<file path="config.mk">
export PLATFORM = sky130hd
export DESIGN_NAME = bdq_unit
export DESIGN_NICKNAME = d
export VERILOG_FILES = /design/src/rtl/bdq_pkg.sv /design/src/rtl/bdq_chan.sv /design/src/rtl/bdq_ctrl.sv /design/src/rtl/bdq_seq.sv /design/src/rtl/bdq_unit.sv
export SDC_FILE = /design/constraint.sdc
export NUM_CORES = 1
export LEC_CHECK = 0
export CAP_MARGIN = 30
export CORE_AREA = 3 3 182 255
export CTS_BUF_LIST = sky130_fd_sc_hd__clkbuf_2
export DETAILED_ROUTE_END_ITERATION = 12
export DIE_AREA = 0 0 185 258
export SLEW_MARGIN = 20
export SYNTH_ARGS = -nofsm -noshare
export SYNTH_HDL_FRONTEND = slang
export SYNTH_HIERARCHICAL = 1
export SYNTH_SLANG_ARGS = --single-unit
export TNS_END_PERCENT = 30
</file>
<file path="constraint.sdc">
create_clock -name clk -period 3.2 [get_ports clk]
set_input_delay 0.64 -clock clk [delete_from_list [all_inputs] [get_ports clk]]
set_output_delay 0.64 -clock clk [all_outputs]
set_load 0.01 [all_outputs]
</file>
<file path="src/rtl/bdq_pkg.sv">
package bdq_pkg;
  localparam int NCH         = 2;
  localparam int CH_RX       = 0;
  localparam int CH_TX       = 1;
  localparam int CH_STRIDE   = 'h8;
  localparam int OFF_CUR_PTR = 'h100;
  localparam int OFF_CUR_CNT = 'h104;
  localparam int OFF_NXT_PTR = 'h110;
  localparam int OFF_NXT_CNT = 'h114;
  localparam int OFF_CTRL    = 'h120;
  localparam int CTRL_GRP    = 8;   // enable bit at c*8, disable bit at c*8+1

  typedef enum logic [2:0] {
    S_IDLE,
    S_ISSUE1,
    S_WAIT1,
    S_ISSUE2,
    S_WAIT2
  } seq_state_t;
endpackage

</file>
<file path="src/rtl/bdq_chan.sv">
module bdq_chan #(
  parameter int PTR_W    = 32,
  parameter int CNT_W    = 16,
  parameter int ADDR_W   = 12,
  parameter int A_CURPTR = 'h100,
  parameter int A_CURCNT = 'h104,
  parameter int A_NXTPTR = 'h110,
  parameter int A_NXTCNT = 'h114
) (
  input  logic              clk,
  input  logic              rst_n,
  input  logic              wr_en,
  input  logic [ADDR_W-1:0] wr_addr,
  input  logic [PTR_W-1:0]  wr_data,
  input  logic              zero_cur,
  input  logic              promote,
  output logic [PTR_W-1:0]  cur_ptr,
  output logic [CNT_W-1:0]  cur_cnt,
  output logic [PTR_W-1:0]  nxt_ptr,
  output logic [CNT_W-1:0]  nxt_cnt
);
  logic hit_cp, hit_cc, hit_np, hit_nc;

  assign hit_cp = wr_en && (wr_addr == ADDR_W'(A_CURPTR));
  assign hit_cc = wr_en && (wr_addr == ADDR_W'(A_CURCNT));
  assign hit_np = wr_en && (wr_addr == ADDR_W'(A_NXTPTR));
  assign hit_nc = wr_en && (wr_addr == ADDR_W'(A_NXTCNT));

  // Completion updates are placed last so they win over a same-cycle write.
  always_ff @(posedge clk) begin
    if (!rst_n) begin
      cur_ptr <= '0;
      cur_cnt <= '0;
      nxt_ptr <= '0;
      nxt_cnt <= '0;
    end else begin
      if (hit_cp) cur_ptr <= wr_data;
      if (hit_cc) cur_cnt <= wr_data[CNT_W-1:0];
      if (hit_np) nxt_ptr <= wr_data;
      if (hit_nc) nxt_cnt <= wr_data[CNT_W-1:0];
      if (promote) begin
        cur_ptr <= nxt_ptr;
        cur_cnt <= nxt_cnt;
        nxt_cnt <= '0;
      end else if (zero_cur) begin
        cur_cnt <= '0;
      end
    end
  end
endmodule

</file>
<file path="src/rtl/bdq_ctrl.sv">
module bdq_ctrl
  import bdq_pkg::*;
#(
  parameter int ADDR_W = 12
) (
  input  logic              clk,
  input  logic              rst_n,
  input  logic              wr_en,
  input  logic [ADDR_W-1:0] wr_addr,
  input  logic [NCH-1:0]    set_bits,
  input  logic [NCH-1:0]    clr_bits,
  output logic              ctrl_wr,
  output logic [NCH-1:0]    en_d,
  output logic [NCH-1:0]    en_q
);
  assign ctrl_wr = wr_en && (wr_addr == ADDR_W'(OFF_CTRL));

  for (genvar c = 0; c < NCH; c++) begin : g_en
    assign en_d[c] = ctrl_wr ? ((en_q[c] | set_bits[c]) & ~clr_bits[c]) : en_q[c];
  end

  always_ff @(posedge clk) begin
    if (!rst_n) en_q <= '0;
    else        en_q <= en_d;
  end
endmodule

</file>
<file path="src/rtl/bdq_seq.sv">
module bdq_seq
  import bdq_pkg::*;
#(
  parameter int PTR_W = 32,
  parameter int CNT_W = 16
) (
  input  logic                       clk,
  input  logic                       rst_n,
  input  logic                       ctrl_wr,
  input  logic [NCH-1:0]             en_d,
  input  logic [NCH-1:0][PTR_W-1:0]  cur_ptr,
  input  logic [NCH-1:0][CNT_W-1:0]  cur_cnt,
  input  logic [NCH-1:0][PTR_W-1:0]  nxt_ptr,
  input  logic [NCH-1:0][CNT_W-1:0]  nxt_cnt,
  input  logic                       req_ready,
  input  logic                       done_valid,
  input  logic                       done_ok,
  output logic                       req_valid,
  output logic [NCH-1:0][PTR_W-1:0]  req_ptr,
  output logic [NCH-1:0][CNT_W-1:0]  req_len,
  output logic                       req_last,
  output logic [NCH-1:0]             zero_cur,
  output logic [NCH-1:0]             promote
);
  seq_state_t     state_q;
  logic [NCH-1:0] sel_q;
  logic           last_q;
  logic           launch, first_last, chain, fin_ok;

  always_comb begin
    first_last = 1'b0;
    for (int c = 0; c < NCH; c++)
      if (en_d[c] && (nxt_cnt[c] == '0)) first_last = 1'b1;
  end

  assign launch = (state_q == S_IDLE) && ctrl_wr && (|en_d);
  assign chain  = (state_q == S_WAIT1) && done_valid && done_ok && !last_q;
  assign fin_ok = done_valid && (((state_q == S_WAIT1) && done_ok) || (state_q == S_WAIT2));

  for (genvar c = 0; c < NCH; c++) begin : g_upd
    assign zero_cur[c] = sel_q[c] && fin_ok;
    assign promote[c]  = sel_q[c] && chain;
  end

  assign req_valid = (state_q == S_ISSUE1) || (state_q == S_ISSUE2);
  assign req_last  = last_q;

  always_ff @(posedge clk) begin
    if (!rst_n) begin
      state_q <= S_IDLE;
      sel_q   <= '0;
      last_q  <= 1'b0;
      req_ptr <= '0;
      req_len <= '0;
    end else begin
      case (state_q)
        S_IDLE: if (launch) begin
          sel_q  <= en_d;
          last_q <= first_last;
          for (int c = 0; c < NCH; c++) begin
            req_ptr[c] <= cur_ptr[c];
            req_len[c] <= en_d[c] ? cur_cnt[c] : '0;
          end
          state_q <= S_ISSUE1;
        end
        S_ISSUE1: if (req_ready) state_q <= S_WAIT1;
        S_WAIT1: if (done_valid) begin
          if (chain) begin
            last_q <= 1'b1;
            for (int c = 0; c < NCH; c++) begin
              req_ptr[c] <= sel_q[c] ? nxt_ptr[c] : cur_ptr[c];
              req_len[c] <= sel_q[c] ? nxt_cnt[c] : '0;
            end
            state_q <= S_ISSUE2;
          end else begin
            state_q <= S_IDLE;
          end
        end
        S_ISSUE2: if (req_ready) state_q <= S_WAIT2;
        S_WAIT2:  if (done_valid) state_q <= S_IDLE;
        default:  state_q <= S_IDLE;
      endcase
    end
  end
endmodule

</file>
<file path="src/rtl/bdq_unit.sv">
module bdq_unit
  import bdq_pkg::*;
#(
  parameter int PTR_W  = 32,
  parameter int CNT_W  = 16,
  parameter int ADDR_W = 12
) (
  input  logic              clk,
  input  logic              rst_n,
  input  logic              wr_en,
  input  logic [ADDR_W-1:0] wr_addr,
  input  logic [PTR_W-1:0]  wr_data,
  output logic              req_valid,
  input  logic              req_ready,
  output logic [PTR_W-1:0]  req_rx_ptr,
  output logic [CNT_W-1:0]  req_rx_len,
  output logic [PTR_W-1:0]  req_tx_ptr,
  output logic [CNT_W-1:0]  req_tx_len,
  output logic              req_last,
  input  logic              done_valid,
  input  logic              done_ok,
  output logic              rx_on,
  output logic              tx_on
);
  logic [NCH-1:0][PTR_W-1:0] cur_ptr, nxt_ptr, req_ptr;
  logic [NCH-1:0][CNT_W-1:0] cur_cnt, nxt_cnt, req_len;
  logic [NCH-1:0]            zero_cur, promote, en_d, en_q, set_bits, clr_bits;
  logic                      ctrl_wr;

  for (genvar c = 0; c < NCH; c++) begin : g_ch
    assign set_bits[c] = wr_data[c*CTRL_GRP];
    assign clr_bits[c] = wr_data[c*CTRL_GRP+1];

    bdq_chan #(
      .PTR_W   (PTR_W),
      .CNT_W   (CNT_W),
      .ADDR_W  (ADDR_W),
      .A_CURPTR(OFF_CUR_PTR + c*CH_STRIDE),
      .A_CURCNT(OFF_CUR_CNT + c*CH_STRIDE),
      .A_NXTPTR(OFF_NXT_PTR + c*CH_STRIDE),
      .A_NXTCNT(OFF_NXT_CNT + c*CH_STRIDE)
    ) u_chan (
      .clk     (clk),
      .rst_n   (rst_n),
      .wr_en   (wr_en),
      .wr_addr (wr_addr),
      .wr_data (wr_data),
      .zero_cur(zero_cur[c]),
      .promote (promote[c]),
      .cur_ptr (cur_ptr[c]),
      .cur_cnt (cur_cnt[c]),
      .nxt_ptr (nxt_ptr[c]),
      .nxt_cnt (nxt_cnt[c])
    );
  end

  bdq_ctrl #(.ADDR_W(ADDR_W)) u_ctrl (
    .clk     (clk),
    .rst_n   (rst_n),
    .wr_en   (wr_en),
    .wr_addr (wr_addr),
    .set_bits(set_bits),
    .clr_bits(clr_bits),
    .ctrl_wr (ctrl_wr),
    .en_d    (en_d),
    .en_q    (en_q)
  );

  bdq_seq #(.PTR_W(PTR_W), .CNT_W(CNT_W)) u_seq (
    .clk       (clk),
    .rst_n     (rst_n),
    .ctrl_wr   (ctrl_wr),
    .en_d      (en_d),
    .cur_ptr   (cur_ptr),
    .cur_cnt   (cur_cnt),
    .nxt_ptr   (nxt_ptr),
    .nxt_cnt   (nxt_cnt),
    .req_ready (req_ready),
    .done_valid(done_valid),
    .done_ok   (done_ok),
    .req_valid (req_valid),
    .req_ptr   (req_ptr),
    .req_len   (req_len),
    .req_last  (req_last),
    .zero_cur  (zero_cur),
    .promote   (promote)
  );

  assign req_rx_ptr = req_ptr[CH_RX];
  assign req_rx_len = req_len[CH_RX];
  assign req_tx_ptr = req_ptr[CH_TX];
  assign req_tx_len = req_len[CH_TX];
  assign rx_on      = en_q[CH_RX];
  assign tx_on      = en_q[CH_TX];
endmodule

</file>
==> results_dict.tcl <==
set metrics [dict create \
    place_ws_ns -0.145 \
    clkTransAtPathRegs_ns 0.10 \
    die_x_um 185 \
    die_area_sq_um 47700 \
    finalSetupTns_ns 0 \
    drv_slew 0 \
    yosysTopAreaCell "dfxtp_1" \
    dp_hpwl_um 27700 \
    drive_above_1_share_pct 15.1 \
    post-route-period-util_pct 88.9 \
    final_cell_area_sq_um 16100 \
    yosysWarningCount 6 \
    hold_viol_final 0 \
    port_buffers 149 \
    synth_fp_nets 1455 \
    setup_viol 0 \
    reg2reg_depth 6 \
    synth_area_sq_um 13200 \
    status "completed" \
    met1_usage_pct 22.3 \
    num_vias 11500 \
    synth_area_leaders "dfxtp_1 (45%), mux2i_1 (7.6%), nand2_1 (5.6%), a211oi_1 (4.4%), a21oi_1 (3.7%)" \
    ctsHoldBuffers 0 \
    clk-insertion-delay-late_ns 0.88 \
    p_leak_nw 5.72 \
    syn_inst 1405 \
    areaGrowthSynthToFinish_pct 21.7 \
    busiest_layer "met2" \
    rows 91 \
    first_pass_iters 5 \
    yosysTopAreaCellShare_pct 44.8 \
    total_power_mw 6.58 \
    die_h_um 258 \
    fin_skew_ns 0.0811 \
    grt_pass1_vias 11200 \
    final_cell_mix "dfxtp_1 (296), nand2_1 (197), clkdlybuf4s50_1 (148)" \
    critical_path_class "flop to output port" \
    power_density_nw_per_um2 409 \
    finalWirelength_um 42900 \
    worstHoldPathCells 3 \
    initial_core_util_pct 29.9 \
    fin_ws_ns 0.356 \
    drv_cap 0 \
    cts.sinks 296 \
    worst_slew_pin_slew_ns 0.927 \
    grt_use_met2_pct 29.4 \
    cpLargestDelayFamily "buffers and inverters" \
    slew_headroom_pct 38.2 \
    clk_root_buffer_cell "clkbuf_2" \
    nets 1612 \
    hold_slack_ns 0.210 \
    ir_drop_mv 0.184 \
    cts_tree "yes" \
    ys_seq_area_share_pct 44.8 \
    synth_flop_cell "dfxtp_1" \
    wl_per_cell_um 19.7 \
    register_area_sq_um 5930 \
    cts_resized 0 \
    startpoint_type "flop" \
    syn_area_per_cell_sq_um 9.40 \
    cp_num_buf_inv 2 \
    core_sq_um 44200 \
    synth_edf_count 0 \
    hold_path.class "primary input to flop" \
    fmax_mhz 352 \
    ys_async_sr_fraction_pct 0 \
    rsz0062_at_grt "no" \
    met3_usage_pct 3.58 \
    gr-total-overflow 0 \
    antenna_found_initial 2 \
    synth.distinct_cells 65 \
    dp.cells 2040 \
    crit_path_end_kind "output port" \
    yosys_register_bits 296 \
    post_cts_buffers 0 \
    ctsHtreeMaxLevel 3 \
    fin_util_pct 36.4 \
    slowest_delay_ns 0.57 \
    cts_made_buffers 78 \
    slowest_stage "clkdlybuf4s50_1" \
    avgViaCountPerCell 5.30 \
    max-clock-path-buffers 3 \
    drtIter0Drc 800 \
    ant_nets 0 \
    drc 0 \
    multiInputGateArea_sq_um 6550 \
    placed_cell_area_sq_um 15400 \
    path_cells "inv_1 -> nor2_1 -> clkdlybuf4s50_1" \
    grt_max_degree 133 \
    period_minus_slack_ns 2.84 \
    final_cells 2172 \
    grt.total_usage_pct 17.4 \
    cp.depth 3 \
    final_common_cell "dfxtp_1" \
    required_ns 2.56 \
    path_max_fanout 7 \
    worstPathArrival_ns 2.20 \
    grt_pass1_wl_um 65800 \
    place.gp.congestion 0.807 \
    fillers 4522 \
    io-pin-count 150 \
]
## kinds of logic (layout without fill, tap and decap cells)
logic type             Yosys count  in the layout  synth area share, %
DFF                            296            296                 44.8
muxes                          102            102                 7.80
AOI/OAI and AO/OA              431            431                 24.1
and+or+nand+nor                428            428                 17.6
other                            0              1                    0
buffers and inverters          148            356                 5.68
## flip-flops by register name, indices dropped and copies added (netlist names)
signal / count
g_ch.u_chan/cur_ptr: 64
g_ch.u_chan/nxt_ptr: 64
u_seq/req_ptr: 64
g_ch.u_chan/cur_cnt: 32
g_ch.u_chan/nxt_cnt: 32
u_seq/req_len: 32
u_seq/state_q: 3
u_ctrl/en_q: 2
u_seq/sel_q: 2
u_seq/req_last: 1
## worst reg2reg max path: stages, from the launching register on
cell and delay [ns]:
dfxtp_1 0.47, or3b_1 0.57, buf_4 0.30, nor2_4 0.13
buf_12 0.32, mux2i_1 0.43, a211oi_1 0.12
## synth_stat cells, drive strengths merged (32+ instances only)
cell / number
a21boi: 64
nor3: 100
mux2i: 100
a21oi: 99
o21ai: 66
a211oi: 97
a221o: 32
and3: 34
clkbuf: 79
dfxtp: 296
a32oi: 32
nand2: 198
nor3b: 35
o211a: 32
buf: 60
## routing by layer
layer	up-vias	wire, um
met2	325	21200
met4	0	942
li1	5551	-
met5	-	0
met1	5584	18400
met3	42	2400
## final timing paths
path | start | end | slack, ns
worst max-delay path | u_seq/state_q[0] | req_valid | 0.36
worst min-delay path | rst_n | u_ctrl/en_q[0] | 0.21
worst max register to register | u_seq/state_q[1] | u_seq/req_ptr[44] | 0.69
worst min register to register | g_ch[1].u_chan/nxt_ptr[3] | g_ch[1].u_chan/nxt_ptr[3] | 0.47
## cell type report
type	count	share of cell area (%)
diodes	1	0.0156
clock buffers	111	3.45
clock inverters	20	0.685
inverters	9	0.218
multi-input cells	961	40.7
flip-flops and latches	296	36.8
well taps	558	4.34
repair buffers	216	13.7
## where the power goes
part	total (mW)	switching, mW	internal [mW]
logic	0.315	0.193	0.122
registers	3.68	0.000207	3.68
clock network	2.58	1.58	1.00
Note: power is estimated with default switching activity, not from simulation.
